`src/rtl/fis_pkg.sv`:
```
package fis_pkg;

    localparam int IRQ_W = 5;
    localparam int CLR_W = 4;
    localparam int STA_W = 5;

    // interrupt vector, bit 0 at the bottom
    typedef struct packed {
        logic rx_lvl;   // 4
        logic rx_ovf;   // 3
        logic rx_udf;   // 2
        logic tx_ovf;   // 1
        logic tx_lvl;   // 0
    } irq_bits_t;

    typedef struct packed {
        logic rx_full;  // 4
        logic rx_empty; // 3
        logic tx_empty; // 2
        logic tx_full;  // 1
        logic busy;     // 0
    } stat_bits_t;

    typedef struct packed {
        logic tx_ovf;   // 3
        logic rx_ovf;   // 2
        logic rx_udf;   // 1
        logic all;      // 0
    } clr_bits_t;

    typedef struct packed {
        logic ovf;
        logic udf;
    } fifo_evt_t;

    function automatic logic sticky_next(logic cur, logic set, logic clr);
        return set | (cur & ~clr);
    endfunction

endpackage

```
`src/rtl/fis_level_track.sv`:
```
module fis_level_track
    import fis_pkg::*;
#(
    parameter int DEPTH = 16,
    parameter int LVL_W = $clog2(DEPTH + 1)
) (
    input  logic             clk,
    input  logic             rst,
    input  logic             push,
    input  logic             pop,
    output logic [LVL_W-1:0] level,
    output logic             full,
    output logic             empty,
    output fifo_evt_t        evt
);
    localparam logic [LVL_W-1:0] TOP = LVL_W'(DEPTH);

    logic [LVL_W-1:0] lvl_q;
    logic             push_ok;
    logic             pop_ok;

    assign full    = (lvl_q == TOP);
    assign empty   = (lvl_q == '0);
    assign pop_ok  = pop & ~empty;
    assign push_ok = push & (~full | pop);

    always_comb begin
        evt.ovf = push & full & ~pop;
        evt.udf = pop & empty;
    end

    always_ff @(posedge clk) begin
        if (rst) begin
            lvl_q <= '0;
        end else begin
            case ({push_ok, pop_ok})
                2'b10:   lvl_q <= lvl_q + LVL_W'(1);
                2'b01:   lvl_q <= lvl_q - LVL_W'(1);
                default: lvl_q <= lvl_q;
            endcase
        end
    end

    assign level = lvl_q;
endmodule

```
`src/rtl/fis_thresh_reg.sv`:
```
module fis_thresh_reg #(
    parameter int DEPTH = 16,
    parameter int WD    = 8,
    parameter int LVL_W = $clog2(DEPTH + 1)
) (
    input  logic             clk,
    input  logic             rst,
    input  logic             we,
    input  logic [WD-1:0]    wdata,
    output logic [LVL_W-1:0] thr
);
    localparam logic [LVL_W-1:0] RST_VAL = LVL_W'(DEPTH / 2 - 1);

    logic [LVL_W-1:0] thr_q;
    logic             fits;

    assign fits = ({32'd0, wdata} < 64'(DEPTH));

    always_ff @(posedge clk) begin
        if (rst) begin
            thr_q <= RST_VAL;
        end else if (we && fits) begin
            thr_q <= LVL_W'(wdata);
        end
    end

    assign thr = thr_q;
endmodule

```
`src/rtl/fis_irq_core.sv`:
```
module fis_irq_core
    import fis_pkg::*;
#(
    parameter int LVL_W = 5
) (
    input  logic             clk,
    input  logic             rst,
    input  logic [LVL_W-1:0] tx_level,
    input  logic [LVL_W-1:0] rx_level,
    input  logic [LVL_W-1:0] tx_thr,
    input  logic [LVL_W-1:0] rx_thr,
    input  fifo_evt_t        tx_evt,
    input  fifo_evt_t        rx_evt,
    input  logic             mask_we,
    input  logic [IRQ_W-1:0] mask_wdata,
    input  logic             clr_we,
    input  logic [CLR_W-1:0] clr_wdata,
    output irq_bits_t        raw,
    output irq_bits_t        masked,
    output logic             irq
);
    clr_bits_t clr;
    irq_bits_t mask_q;
    logic      tx_ovf_q;
    logic      rx_ovf_q;
    logic      rx_udf_q;
    logic      irq_q;

    assign clr = clr_we ? clr_bits_t'(clr_wdata) : '0;

    always_ff @(posedge clk) begin
        if (rst) begin
            tx_ovf_q <= 1'b0;
            rx_ovf_q <= 1'b0;
            rx_udf_q <= 1'b0;
        end else begin
            tx_ovf_q <= sticky_next(tx_ovf_q, tx_evt.ovf, clr.all | clr.tx_ovf);
            rx_ovf_q <= sticky_next(rx_ovf_q, rx_evt.ovf, clr.all | clr.rx_ovf);
            rx_udf_q <= sticky_next(rx_udf_q, rx_evt.udf, clr.all | clr.rx_udf);
        end
    end

    always_ff @(posedge clk) begin
        if (rst) begin
            mask_q <= '0;
        end else if (mask_we) begin
            mask_q <= irq_bits_t'(mask_wdata);
        end
    end

    always_comb begin
        raw.tx_lvl = (tx_level <= tx_thr);
        raw.tx_ovf = tx_ovf_q;
        raw.rx_udf = rx_udf_q;
        raw.rx_ovf = rx_ovf_q;
        raw.rx_lvl = (rx_level >= rx_thr);
    end

    assign masked = raw & mask_q;

    always_ff @(posedge clk) begin
        if (rst) begin
            irq_q <= 1'b0;
        end else begin
            irq_q <= |masked;
        end
    end

    assign irq = irq_q;
endmodule

```
`src/rtl/fifo_irq_status.sv`:
```
module fifo_irq_status
    import fis_pkg::*;
#(
    parameter int DEPTH = 16,
    parameter int WD    = 8,
    parameter int LVL_W = $clog2(DEPTH + 1)
) (
    input  logic             clk,
    input  logic             rst,
    input  logic             tx_push_i,
    input  logic             tx_pop_i,
    input  logic             rx_push_i,
    input  logic             rx_pop_i,
    input  logic             busy_i,
    input  logic             tx_thr_we_i,
    input  logic             rx_thr_we_i,
    input  logic [WD-1:0]    thr_wdata_i,
    input  logic             mask_we_i,
    input  logic [4:0]       mask_wdata_i,
    input  logic             clr_we_i,
    input  logic [3:0]       clr_wdata_i,
    output logic [4:0]       raw_o,
    output logic [4:0]       masked_o,
    output logic             irq_o,
    output logic [LVL_W-1:0] tx_level_o,
    output logic [LVL_W-1:0] rx_level_o,
    output logic [4:0]       status_o,
    output logic [LVL_W-1:0] tx_thr_o,
    output logic [LVL_W-1:0] rx_thr_o
);
    localparam int NDIR = 2; // index 0 transmit, 1 receive

    logic [NDIR-1:0]             push_v;
    logic [NDIR-1:0]             pop_v;
    logic [NDIR-1:0]             thr_we_v;
    logic [NDIR-1:0][LVL_W-1:0]  lvl_v;
    logic [NDIR-1:0][LVL_W-1:0]  thr_v;
    logic [NDIR-1:0]             full_v;
    logic [NDIR-1:0]             empty_v;
    fifo_evt_t [NDIR-1:0]        evt_v;

    irq_bits_t  raw_s;
    irq_bits_t  masked_s;
    stat_bits_t stat_s;

    assign push_v   = {rx_push_i, tx_push_i};
    assign pop_v    = {rx_pop_i, tx_pop_i};
    assign thr_we_v = {rx_thr_we_i, tx_thr_we_i};

    for (genvar g = 0; g < NDIR; g++) begin : g_dir
        fis_level_track #(
            .DEPTH (DEPTH),
            .LVL_W (LVL_W)
        ) trk_i (
            .clk   (clk),
            .rst   (rst),
            .push  (push_v[g]),
            .pop   (pop_v[g]),
            .level (lvl_v[g]),
            .full  (full_v[g]),
            .empty (empty_v[g]),
            .evt   (evt_v[g])
        );

        fis_thresh_reg #(
            .DEPTH (DEPTH),
            .WD    (WD),
            .LVL_W (LVL_W)
        ) thr_i (
            .clk   (clk),
            .rst   (rst),
            .we    (thr_we_v[g]),
            .wdata (thr_wdata_i),
            .thr   (thr_v[g])
        );
    end

    fis_irq_core #(
        .LVL_W (LVL_W)
    ) core_i (
        .clk        (clk),
        .rst        (rst),
        .tx_level   (lvl_v[0]),
        .rx_level   (lvl_v[1]),
        .tx_thr     (thr_v[0]),
        .rx_thr     (thr_v[1]),
        .tx_evt     (evt_v[0]),
        .rx_evt     (evt_v[1]),
        .mask_we    (mask_we_i),
        .mask_wdata (mask_wdata_i),
        .clr_we     (clr_we_i),
        .clr_wdata  (clr_wdata_i),
        .raw        (raw_s),
        .masked     (masked_s),
        .irq        (irq_o)
    );

    always_comb begin
        stat_s.busy     = busy_i | ~empty_v[0];
        stat_s.tx_full  = full_v[0];
        stat_s.tx_empty = empty_v[0];
        stat_s.rx_empty = empty_v[1];
        stat_s.rx_full  = full_v[1];
    end

    assign raw_o      = raw_s;
    assign masked_o   = masked_s;
    assign status_o   = stat_s;
    assign tx_level_o = lvl_v[0];
    assign rx_level_o = lvl_v[1];
    assign tx_thr_o   = thr_v[0];
    assign rx_thr_o   = thr_v[1];
endmodule

```
`config.mk`:
```
export PLATFORM = sky130hd
export DESIGN_NAME = fifo_irq_status
export DESIGN_NICKNAME = d
export VERILOG_FILES = /design/src/rtl/fis_pkg.sv /design/src/rtl/fis_level_track.sv /design/src/rtl/fis_thresh_reg.sv /design/src/rtl/fis_irq_core.sv /design/src/rtl/fifo_irq_status.sv
export SDC_FILE = /design/constraint.sdc
export NUM_CORES = 1
export LEC_CHECK = 0
export ABC_AREA = 1
export CAP_MARGIN = 20
export CORE_ASPECT_RATIO = 0.5
export CORE_MARGIN = 3
export CORE_UTILIZATION = 50
export CTS_CLUSTER_SIZE = 10
export DETAILED_ROUTE_END_ITERATION = 6
export GPL_TIMING_DRIVEN = 0
export PLACE_DENSITY_LB_ADDON = 0.05
export SLEW_MARGIN = 10
export SYNTH_ARGS = -nofsm -noshare
export SYNTH_HDL_FRONTEND = slang
export SYNTH_HIERARCHICAL = 1
export SYNTH_SLANG_ARGS = --single-unit
```
`constraint.sdc`:
```
create_clock -name clk -period 4.2 [get_ports clk]
set_input_delay 0.42 -clock clk [delete_from_list [all_inputs] [get_ports clk]]
set_output_delay 0.42 -clock clk [all_outputs]
set_load 0.05 [all_outputs]
```
# Word level (Yosys, flattened, before mapping)
# Cells that the tools add are included.
# op_classes
n_mux	3
n_reduce_logical	7
eq_ne	6
n_bitwise	31
n_mul	0
order_cmp	3
shifts	0
n_addsub	4
div_mod_pow	0
# op_table
operator	n
$pmux 5 s2	2
$and 1x1->1	12
$add 5x1->5 const B	2
$eq 5x5->1 const B	2
$logic_not 5->1	2
$sub 5x1->5 const B	2
$not 1->1	9
$or 1x1->1	9
$lt 8x5->1 const B	1
$and 5x5->5	1
$ge 5x5->1	1
$le 5x5->1	1
$reduce_or 5->1	1
$eq 2x1->1 const B	2
$eq 2x2->1 const B	2
$mux 4	1
$reduce_bool 2->1	2
$logic_and 1x1->1	2
# word_totals
output_inout_bits	36
n_memories	0
inputBits	28
ramBits	0
latchBits	0
regBits	29
elab_cells	67
mem_bits_ro	0

# Longest topological paths before layout
# Gate-level depths: netlist of the first run.
# logic_depth
ltp_word	6
ltp_mapped	19
mapped_depth_nobuf	19

# Hierarchy
# The synthesis of the first run kept the hierarchy.
# by_module_without_submodules
module	cells_each	area_each_um2	instances	seq_area_each_um2
fis_level_track	70	437.9	2	100.1
fis_irq_core	101	683.2	1	180.2
fis_thresh_reg	27	209.0	2	100.1
fifo_irq_status	2	7.5	1	0.0

# Worst setup path before layout of the first run
# OpenSTA, ideal clock, no wires.
# synth_path
path_type	register -> register
from	register g_dir[0].trk_i.lvl_q[4]
to	register g_dir[0].trk_i.lvl_q[4]
path_buffers	0
period_less_slack_ns	2.953
arrival_time_ns	2.845
stages_incl_launch_ff	18
path_slack_ns	1.247
t_required_ns	4.091
setup_ns	0.109
cell_sequence	dfxtp_1 -> inv_1 -> nor2_1 -> nand2_1 -> nand2_1 -> ha_1 -> nand2_1 -> inv_2 -> nor2_4 -> ha_1 -> inv_1 -> nand2_1 -> nand3_1 -> nand2_1 -> nand2_1 -> nand3_1 -> nand2_1 -> inv_1
# synth_via
elab_chain_len	6
elab_cells_between_ends	13
classes_between	add/sub (2); eq/ne (3); mux (1); bitwise (5); reduce/logical (2)
# synth_rtl
element	line_no	rtl
start: declaration	fis_level_track.sv:18	logic [LVL_W-1:0] lvl_q;
start signal: assignment	fis_level_track.sv:37	2'b10: lvl_q <= lvl_q + LVL_W'(1);
start signal: assignment	fis_level_track.sv:38	2'b01: lvl_q <= lvl_q - LVL_W'(1);
start signal: assignment	fis_level_track.sv:39	default: lvl_q <= lvl_q;
$eq 5x5->1 (*)	fis_level_track.sv:22	assign full = (lvl_q == TOP);
named net status_o[1]	fifo_irq_status.sv:27	output logic [4:0] status_o,
$not 1->1 (*)	fis_level_track.sv:25	assign push_ok = push & (~full | pop);
$or 1x1->1 (*)	fis_level_track.sv:25	
$and 1x1->1 (*)	fis_level_track.sv:25	
$eq 2x1->1 / $eq 2x2->1 (equally long branches)	fis_level_track.sv:36	case ({push_ok, pop_ok})
$pmux 5 s2 / $reduce_bool 2->1 (equally long branches)	-	
# Mark *: on every way through the listed nets, which the timed path passes. The rest lies on a longest branch.
# A chain may end at the register's enable or synchronous reset.

# Worst setup path in the final report of the first run
# layout_path
from	register g_dir[0].trk_i.lvl_q[4]
to	output masked_o[0]
# layout_via
elab_chain_len	2
# layout_rtl
element	line_no	rtl
$le 5x5->1	fis_irq_core.sv:52	raw.tx_lvl = (tx_level <= tx_thr);
$and 5x5->5	fis_irq_core.sv:59	assign masked = raw & mask_q;
end: declaration	fifo_irq_status.sv:23	output logic [4:0] masked_o,
# Every way passes these cells.

==> metrics.log, run 1 <==
[metrics] Rel. slew slack: 0.620
[metrics] final hold violation count: 0
[metrics] hold path cells: 2
[metrics] source-to-sink clock delay at the later pin of the worst-skew pair: 0.28 ns
[metrics] fraction of layout instances using a drive strength above 1: 0.123
[metrics] clock buffer count from CTS: 5
[metrics] initial core utilization: 0.547
[metrics] number of antenna violations at the first check in global routing: 0
[metrics] synthesized cell area: 0.00198 mm2
[metrics] # rows: 15
[metrics] final period demand of the worst path: 2.75 ns
[metrics] setup total negative slack: 0 ns
[metrics] multi-input combinational cell area: 0.00111 mm2
[metrics] mean number of vias per cell: 4.75
[metrics] wire length after detailed routing: 4770 um
[metrics] Max Fclk: 0.364 GHz
[metrics] outcome: finished clean
[metrics] # Post-CTS Setup Buffers: 0
[metrics] worst hold-check path type: flop to flop
[metrics] arrival time at the worst endpoint: 2.33 ns
[metrics] number of instances in the synthesized netlist: 296
[metrics] Final WS setup: 1.45 ns
[metrics] Worst Setup Start Kind: flop
[metrics] H-tree levels: 2
[metrics] number of optimization iterations in the first detailed-route pass: 4
[metrics] via count of the first global-routing pass: 1897
[metrics] antenna-violating nets left: 0
[metrics] warning count from the yosys run: 6
[metrics] minimum setup slack after placement: 1.75 ns
[metrics] wire length of the first global-routing pass: 8130 um
[metrics] RSZ-0062 raised after global routing: no
[metrics] required time reported for the critical path endpoint: 3.78 ns
[metrics] Layout Nets: 412
[metrics] Mapped Nets: 342
[metrics] Post-Route Hold Slack: 0.472 ns
[metrics] final critical-path share of the clock period: 0.655
[metrics] leakage power: 1.42 nW
[metrics] clock-pin slew reported for the worst setup and hold paths after clock tree synthesis: 0.06 ns
[metrics] total non-filler cell area in the finished layout: 0.00278 mm2
[metrics] kind of critical path: flop to output port
[metrics] Area growth syn-to-layout: 40.2%
[metrics] Top Ports: 64
[metrics] HPWL after DPL: 3830 um
[metrics] global-route total usage across every layer: 0.217
[metrics] Final Setup Violations: 0
[metrics] die extent in x: 95.0 um
[metrics] max-cap check violation count: 0
[metrics] FF-to-FF setup slack: 1.93 ns
[metrics] placer congestion estimate: 0.863
[metrics] number of vias in the routed layout: 1987
[metrics] Worst setup EP type: output port
[metrics] maximum fanout along the worst path: 5
[metrics] CTS root buf: clkbuf_8
[metrics] count of unresolved DRC violations after routing: 0
[metrics] count of filler cells inserted in the layout: 292
[metrics] Reg-to-Reg End: g_dir[0].trk_i/level[4]$_SDFFE_PP0P_
[metrics] total die area: 0.00480 mm2
[metrics] clock tree from TritonCTS: built
[metrics] number of sinks handled by clock tree synthesis: 29
[metrics] core area: 0.00362 mm2
[metrics] register area: 581 um2
[metrics] n_diodes: 0
[metrics] worst r2r src: g_dir[0].trk_i/level[0]$_SDFFE_PP0P_
[metrics] largest clock skew in the final design: 0.00529 ns
[metrics] Max Buffers Root-to-Sink: 2
[metrics] ratio of total power to cell area: 635 mW/mm2
[metrics] launch point of the critical path: g_dir[0].trk_i/level[4]$_SDFFE_PP0P_
[metrics] height of the die: 50.5 um
[metrics] worst min-delay path startpoint: core_i/mask_q[3]$_SDFFE_PP0P_
[metrics] max-slew violation count: 0
[metrics] Worst Hold Path EP: core_i/mask_q[3]$_SDFFE_PP0P_
[metrics] Port Buffer Count: 63
[metrics] pin count of the biggest net entering global routing: 14
[metrics] transition time of the tightest slew-check pin: 0.568 ns
[metrics] Mean Syn Cell Area: 6.69 um2
[metrics] cell area reported after detailed placement: 0.00268 mm2
[metrics] total congestion overflow: 0
[metrics] worst supply voltage drop on vdd: 469 uV
[metrics] cts-stage hold buffer count: 0
[metrics] post-cts repair resize count: 0
[metrics] number of design-rule violations left by the first detailed-router iteration: 85
[metrics] post-detailed-route wirelength per cell: 11.4 um
[metrics] depth of the worst register-to-register path: 18
[metrics] final core utilization: 0.766
[final cells by class]
type                       count  area share
buffer                         4     0.00946
clock buffer                   7      0.0347
clock inverter                 1     0.00180
inverter                      69      0.0933
multi-input combinational    194       0.402
sequential                    29       0.209
tap                           51      0.0230
timing repair buffer          63       0.227
[flip-flops by register name (all words and copies together) (netlist names)]
| signal | flops |
|---|---|
| g_dir.thr_i/thr | 10 |
| core_i/rx_ovf_q | 1 |
| core_i/irq | 1 |
| core_i/rx_udf_q | 1 |
| core_i/tx_ovf_q | 1 |
| core_i/mask_q | 5 |
| g_dir.trk_i/level | 10 |
[power by group]
part / total [W] / internal, W / leakage (nW) / switching (W)
Sequential: 0.000405 / 0.000327 / 0.238 / 0.0000771
Clock: 0.000252 / 0.000148 / 0.0542 / 0.000105
Combinational: 0.00111 / 0.000392 / 1.13 / 0.000714
[worst max-delay path by stage]
stage / slack (ns) / endpoint / depth (start not counted)
after floorplan: 1.25 / g_dir[0].trk_i/level[4]$_SDFFE_PP0P_ / 17
after global placement: 1.79 / masked_o[0] / 9
after detailed placement: 1.75 / masked_o[0] / 9
after CTS: 1.44 / masked_o[0] / 9
after global routing: 1.31 / masked_o[0] / 10
final: 1.45 / masked_o[0] / 9
[critical path, stage by stage (launching register included)]
cell	delay, ns
dfxtp_1	0.45
ha_1	0.30
nand2_2	0.11
inv_1	0.05
nand2_2	0.07
nand3_2	0.07
nand2_2	0.08
nand2_2	0.06
inv_1	0.06
clkdlybuf4s50_1	0.79
[per-layer routing]
metal,vias up,part of all wire,track usage
met4,0,0.016,0.0885
met2,52,0.48,0.368
li1,1059,-,-
met3,8,0.045,0.0614
met5,-,0,0
met1,868,0.45,0.260
[placed cells by master (no fill, tap or decap), types with 4 or more instances in the layout]
cell	count
nand2_1	71
clkdlybuf4s50_1	63
inv_1	62
dfxtp_1	29
nand3_1	22
a21oi_1	19
ha_1	18
nor2_1	16
nand2_2	13
nand4_1	8
clkbuf_8	7
inv_2	7
nand3_2	6
nor2_2	4
xor2_1	4
[stage by stage]
step / cells / power, W
finish: 418 / 0.00176
global route: 418 / 0.00189
global placement: 410 / 0.00149
detailed placement: 410 / 0.00151
floorplan: 296 / 0.00119
CTS: 418 / 0.00177
Power figures use the tool's default switching activity.
==> run 2, diff against run 1 <==
- CORE_UTILIZATION: 50 -> 42
- clock period: 4.2 -> 2.4 ns (I/O delays scaled with it)
==> metrics.log, run 2 (synthesis gave the netlist of run 1 again) <==
[metrics] height of the die: 54.6 um (+8.0%)
[metrics] Max Fclk: 0.443 GHz
[metrics] share of total power consumed by net switching: 0.509 (+0.00142)
[metrics] n_diodes: 0 (unchanged)
[metrics] transition time of the tightest slew-check pin: 0.596 ns (+0.0278 ns)
[metrics] final hold violation count: 0 (unchanged)
[metrics] final period demand of the worst path: 2.26 ns
[metrics] final core utilization: 0.678 (-0.0888)
[metrics] final cell count without fillers: 421 (+0.72%)
[metrics] max-slew violation count: 0 (unchanged)
[metrics] delay of the slowest critical-path stage: 0.52 ns (-0.27 ns)
[metrics] # rows: 16 (+1)
[metrics] number of vias in the routed layout: 1972 (-0.75%)
[metrics] arrival time at the worst endpoint: 2.02 ns (-0.31 ns)
[metrics] fraction of layout instances using a drive strength above 1: 0.174 (+0.0518)
[metrics] Top Ports: 64 (unchanged)
[metrics] power share of the clock group: 0.140 (-0.003)
[metrics] total die area: 0.00563 mm2 (+17%)
[metrics] Gate power share: 0.632 (+0.005)
[metrics] combined buffer and inverter count along the critical path: 4 (+1)
[metrics] final critical-path share of the clock period: 0.940
[metrics] cell with the biggest individual delay on the critical path: dlygate4sd2_1
[metrics] leakage power: 1.45 nW (+2.2%)
[metrics] register area: 593 um2 (+2.2%)
[metrics] required time reported for the critical path endpoint: 2.16 ns (-1.62 ns)
[metrics] count of unresolved DRC violations after routing: 0 (unchanged)
[metrics] sw power: 0.00162 W (+81%)
[metrics] # Post-CTS Setup Buffers: 0 (unchanged)
[metrics] antenna-violating nets left: 0 (unchanged)
[metrics] multi-input combinational cell area: 0.00117 mm2 (+5.2%)
[metrics] worst supply voltage drop on vdd: 776 uV (+65%)
[metrics] global-route total usage across every layer: 0.184 (-0.0327)
[metrics] pin count of the biggest net entering global routing: 14 (unchanged)
[metrics] Layout Nets: 412 (unchanged)
[metrics] via count of the first global-routing pass: 1849 (-2.5%)
[metrics] H-tree levels: 2 (unchanged)
[metrics] ratio of total power to cell area: 1120 mW/mm2 (+76%)
[metrics] clock tree from TritonCTS: built
[metrics] placer congestion estimate: 0.851 (-1.3%)
[metrics] number of antenna violations at the first check in global routing: 0 (unchanged)
[metrics] largest clock skew in the final design: 0.0104 ns (+0.00513 ns)
[metrics] number of sinks handled by clock tree synthesis: 29 (unchanged)
[metrics] most used cells in the layout excluding fill and tap cells: 71 x nand2_1, 62 x inv_1, 59 x clkdlybuf4s50_1
[metrics] worst path cell trace: inv_1 -> ha_1 -> nand2_2 -> inv_1 -> nand2_2 -> nand3_2 -> nand2_2 -> nand2_2 -> inv_1 -> dlygate4sd2_1
[metrics] cell-internal power: 0.00156 W (+80%)
[metrics] Final Setup Violations: 0 (unchanged)
[metrics] mean number of vias per cell: 4.68 (-1.5%)
[metrics] Worst setup EP type: output port
[metrics] clock-pin slew reported for the worst setup and hold paths after clock tree synthesis: 0.07 ns (about the same)
[metrics] Max Buffers Root-to-Sink: 2 (unchanged)
[metrics] Area growth syn-to-layout: 43.8%
[metrics] Port Buffer Count: 63 (unchanged)
[metrics] number of optimization iterations in the first detailed-route pass: 5 (+1)
[metrics] cell type group with the largest total delay on the critical path: buffers and inverters
[metrics] Post-Route Hold Slack: 0.473 ns (+0.000865 ns)
[metrics] post-detailed-route wirelength per cell: 11.4 um (about the same)
[metrics] source-to-sink clock delay at the later pin of the worst-skew pair: 0.28 ns (about the same)
[metrics] outcome: finished clean
[metrics] kind of critical path: flop to output port
[metrics] Worst Setup Start Kind: flop
[metrics] Most Frequent Cell on Critical Path: nand2_2
[metrics] worst hold-check path type: flop to flop
[metrics] CTS root buf: clkbuf_8
[metrics] clock buffer count from CTS: 5 (unchanged)
[metrics] count of filler cells inserted in the layout: 374 (+28%)
[metrics] core area: 0.00420 mm2 (+16%)
[metrics] HPWL after DPL: 3950 um (+2.9%)
[metrics] maximum fanout along the worst path: 3 (-2)
[metrics] max-cap check violation count: 0 (unchanged)
[metrics] die extent in x: 103 um (+8.5%)
[metrics] initial core utilization: 0.471 (-0.0757)
[metrics] Rel. slew slack: 0.601 (-0.0186)
[metrics] wire length after detailed routing: 4810 um (+0.78%)
[metrics] number of design-rule violations left by the first detailed-router iteration: 67 (-21%)
[metrics] cts-stage hold buffer count: 0 (unchanged)
[metrics] leading cell type in the layout, fill and taps excluded: nand2_1
[metrics] wire length of the first global-routing pass: 8030 um (-1.2%)
[metrics] placed cells: 413 (+0.73%)
[metrics] relative contribution of sequential cells to total power: 0.228 (about the same)
[metrics] total congestion overflow: 0 (unchanged)
-- run 2: power by group through the flow --
stage	clock [W]	combinational (W)	sequential, W
global placement	0	0.00197	0.000739
CTS	0.000460	0.00201	0.000730
detailed placement	0	0.00201	0.000739
global route	0.000491	0.00219	0.000746
finish	0.000446	0.00201	0.000727
floorplan	0	0.00121	0.000972
-- run 2: final timing paths --
check	slack, ns	from	to	depth (start not counted)
worst min-delay path	0.47	core_i/mask_q[3]$_SDFFE_PP0P_	core_i/mask_q[3]$_SDFFE_PP0P_	2
worst max register to register	0.23	g_dir[1].trk_i/level[1]$_SDFFE_PP0P_	g_dir[1].trk_i/level[4]$_SDFFE_PP0P_	18
worst min register to register	0.47	core_i/mask_q[3]$_SDFFE_PP0P_	core_i/mask_q[3]$_SDFFE_PP0P_	2
worst max-delay path	0.14	g_dir[0].thr_i/thr[4]$_SDFFE_PP0P_	masked_o[0]	10
-- run 2: worst min-delay path: stages, from the launching register on --
cell     delay, ns
dfxtp_1       0.32
nand2_1       0.06
a21oi_1       0.05
-- run 2: through the flow --
step / setup WS (ns) / instance area, um2 / TNS [ns] / total power, W
after floorplan: 0.0114 / 2030 / 0 / 0.00218
final: 0.143 / 2850 / 0 / 0.00319
after global routing: -0.00649 / 2850 / -0.00649 / 0.00343
after global placement: 0.179 / 2730 / 0 / 0.00271
after detailed placement: 0.147 / 2730 / 0 / 0.00275
after CTS: 0.0310 / 2830 / 0 / 0.00320
-- run 2: area by class of cell --
cell class	instances	share of cell area
clock buffer	7	0.0338
sequential	29	0.208
buffer	4	0.00922
multi-input combinational	194	0.412
timing repair buffer	63	0.221
clock inverter	1	0.00176
inverter	69	0.0909
tap	54	0.0237
-- run 2: layer usage --
layer | global-route usage | routed length, um | up-vias | share of wire
met2 | 0.323 | 2360 | 32 | 0.49
met4 | 0.0495 | 31 | 0 | 0.0064
met3 | 0.0445 | 159 | 5 | 0.033
li1 | - | - | 1058 | -
met1 | 0.231 | 2260 | 877 | 0.47
met5 | 0 | 0 | - | 0
-- run 2: timing repair --
action                                  in CTS  in global routing
endpoints found under the hold margin        0                  0
endpoints found under the setup margin       3                  4
resized for setup                            3                  4
==> run 3, diff against run 2 <==
- CORE_MARGIN: 3 -> 2
- MAX_ROUTING_LAYER: unset -> met4
==> metrics.log, run 3 (synthesis gave the netlist of run 1 again) <==
[metrics] RSZ-0062 raised after global routing: no
[metrics] max-cap check violation count: 0 (unchanged)
[metrics] number of optimization iterations in the first detailed-route pass: 4 (-1)
[metrics] launch point of the critical path: g_dir[0].thr_i/thr[4]$_SDFFE_PP0P_
[metrics] transition time of the tightest slew-check pin: 0.574 ns (-0.0219 ns)
[metrics] n_diodes: 0 (unchanged)
[metrics] Rel. slew slack: 0.616 (+0.0147)
[metrics] H-tree levels: 2 (unchanged)
[metrics] Worst Setup Start Kind: flop
[metrics] post-detailed-route wirelength per cell: 11.1 um (-2.5%)
[metrics] placed cells: 416 (+0.73%)
[metrics] final period demand of the worst path: 2.25 ns (-0.00501 ns)
[metrics] required time reported for the critical path endpoint: 2.16 ns (about the same)
[metrics] CTS root buf: clkbuf_8
[metrics] Reg-to-Reg End: g_dir[0].trk_i/level[4]$_SDFFE_PP0P_
[metrics] worst supply voltage drop on vdd: 794 uV (+2.3%)
[metrics] mean number of vias per cell: 4.72 (+0.74%)
[metrics] via count of the first global-routing pass: 1888 (+2.1%)
[metrics] outcome: finished clean
[metrics] setup total negative slack: 0 ns (unchanged)
[metrics] total congestion overflow: 0 (unchanged)
[metrics] largest clock skew in the final design: 0.00251 ns (-0.00790 ns)
[metrics] wire length of the first global-routing pass: 7940 um (-1.1%)
[metrics] FF-to-FF setup slack: 0.27 ns (+0.04 ns)
[metrics] global-route total usage across every layer: 0.196 (+0.0115)
[metrics] kind of critical path: flop to output port
[metrics] Max Fclk: 0.444 GHz (+0.22%)
[metrics] max-slew violation count: 0 (unchanged)
[metrics] wire length after detailed routing: 4710 um (-2.0%)
[metrics] ratio of total power to cell area: 1110 mW/mm2 (-1.1%)
[metrics] Power, Total: 0.00314 W (-1.5%)
[metrics] end of the critical path: masked_o[0]
[metrics] Max Buffers Root-to-Sink: 2 (unchanged)
[metrics] count of filler cells inserted in the layout: 419 (+12%)
[metrics] initial core utilization: 0.443 (-0.0277)
[metrics] clock buffer count from CTS: 5 (unchanged)
[metrics] number of vias in the routed layout: 1996 (+1.2%)
[metrics] arrival time at the worst endpoint: 2.01 ns (about the same)
[metrics] most used cells in the layout excluding fill and tap cells: 71 x nand2_1, 62 x inv_1, 59 x clkdlybuf4s50_1
[metrics] count of unresolved DRC violations after routing: 0 (unchanged)
[metrics] fraction of layout instances using a drive strength above 1: 0.169 (-0.00499)
[metrics] final cell count without fillers: 423 (+0.48%)
[metrics] Top Ports: 64 (unchanged)
[metrics] core area: 0.00447 mm2 (+6.2%)
[metrics] worst hold-check path type: flop to flop
[metrics] Worst setup EP type: output port
[metrics] die extent in x: 101 um (-1.9%)
[metrics] clock-pin slew reported for the worst setup and hold paths after clock tree synthesis: 0.06 ns (about the same)
[metrics] final core utilization: 0.635 (-0.0424)
[metrics] Layout Nets: 412 (unchanged)
[metrics] height of the die: 52.6 um (-3.7%)
[metrics] HPWL after DPL: 3800 um (-3.6%)
[metrics] Port Buffer Count: 63 (unchanged)
[metrics] leading cell type in the layout, fill and taps excluded: nand2_1
[metrics] final hold violation count: 0 (unchanged)
[metrics] maximum fanout along the worst path: 3 (unchanged)
[metrics] depth of the worst register-to-register path: 18 (unchanged)
[metrics] pin count of the biggest net entering global routing: 14 (unchanged)
[metrics] number of sinks handled by clock tree synthesis: 29 (unchanged)
[metrics] antenna-violating nets left: 0 (unchanged)
[metrics] # rows: 17 (+1)
[metrics] placer congestion estimate: 0.897 (+5.3%)
[metrics] number of design-rule violations left by the first detailed-router iteration: 36 (-46%)
[metrics] Final Setup Violations: 0 (unchanged)
[metrics] leakage power: 1.44 nW (-0.68%)
[metrics] Area growth syn-to-layout: 43.3%
[metrics] total die area: 0.00531 mm2 (-5.5%)
[metrics] number of antenna violations at the first check in global routing: 0 (unchanged)
[metrics] source-to-sink clock delay at the later pin of the worst-skew pair: 0.27 ns (about the same)
[metrics] final critical-path share of the clock period: 0.938 (-0.00209)
[metrics] clock tree from TritonCTS: built
[metrics] worst r2r src: g_dir[0].trk_i/level[0]$_SDFFE_PP0P_
[metrics] cts-stage hold buffer count: 0 (unchanged)
[run 3: cell types whose count changed in the layout (fill, tap and decap cells not counted)]
cell,previous run,this run
clkinv_2,1,0
clkbuf_1,1,2
clkbuf_8,7,6
[run 3: worst min path at each step]
stage | cells after the start | end | start
floorplan | 1 | g_dir[0].trk_i/level[1]$_SDFFE_PP0P_ | rst
global placement | 2 | core_i/mask_q[1]$_SDFFE_PP0P_ | core_i/mask_q[1]$_SDFFE_PP0P_
detailed placement | 2 | core_i/mask_q[1]$_SDFFE_PP0P_ | core_i/mask_q[1]$_SDFFE_PP0P_
CTS | 2 | core_i/mask_q[1]$_SDFFE_PP0P_ | core_i/mask_q[1]$_SDFFE_PP0P_
global route | 2 | core_i/mask_q[2]$_SDFFE_PP0P_ | core_i/mask_q[2]$_SDFFE_PP0P_
finish | 2 | core_i/mask_q[2]$_SDFFE_PP0P_ | core_i/mask_q[2]$_SDFFE_PP0P_
[run 3: repair_timing]
item	4_1_cts	5_1_grt
endpoints found under the setup margin	3	5
setup buffers	0	0
gates resized for setup	3	4
[run 3: through the flow]
stage	setup WS, ns	cell area, um2	hold WS [ns]
detailed placement	0.160	2740	0.459
CTS	0.00420	2820	0.470
finish	0.148	2840	0.478
global placement	0.178	2740	0.451
global route	0.0111	2840	0.499
floorplan	0.0114	2030	0.302
[run 3: metal layers]
metal | vias up | global-route usage | routed length (um)
li1 | 1053 | - | -
met3 | 4 | 0.0507 | 156
met2 | 25 | 0.350 | 2330
met1 | 914 | 0.219 | 2180
met5 | - | - | 0
met4 | 0 | 0.0608 | 40
[run 3: report_power, final]
group          switching, W  internal (W)
Sequential         0.000140      0.000590
Combinational       0.00129      0.000714
Clock              0.000175      0.000227
[run 3: critical path: stages, from the launching register on]
cell and delay, ns:
dfxtp_1 0.37, inv_1 0.06, ha_1 0.31, nand2_2 0.11
inv_1 0.05, nand2_2 0.06, nand3_2 0.07, nand2_2 0.08
nand2_2 0.06, inv_1 0.05, dlygate4sd2_1 0.52
[run 3: layout make-up]
cell class	instances	area, um2	area share
buffer	4	26.3	0.00926
clock buffer	7	86.3	0.0304
inverter	69	259	0.0913
multi-input combinational	194	1170	0.413
sequential	29	593	0.209
tap	57	71.3	0.0251
timing repair buffer	63	629	0.222
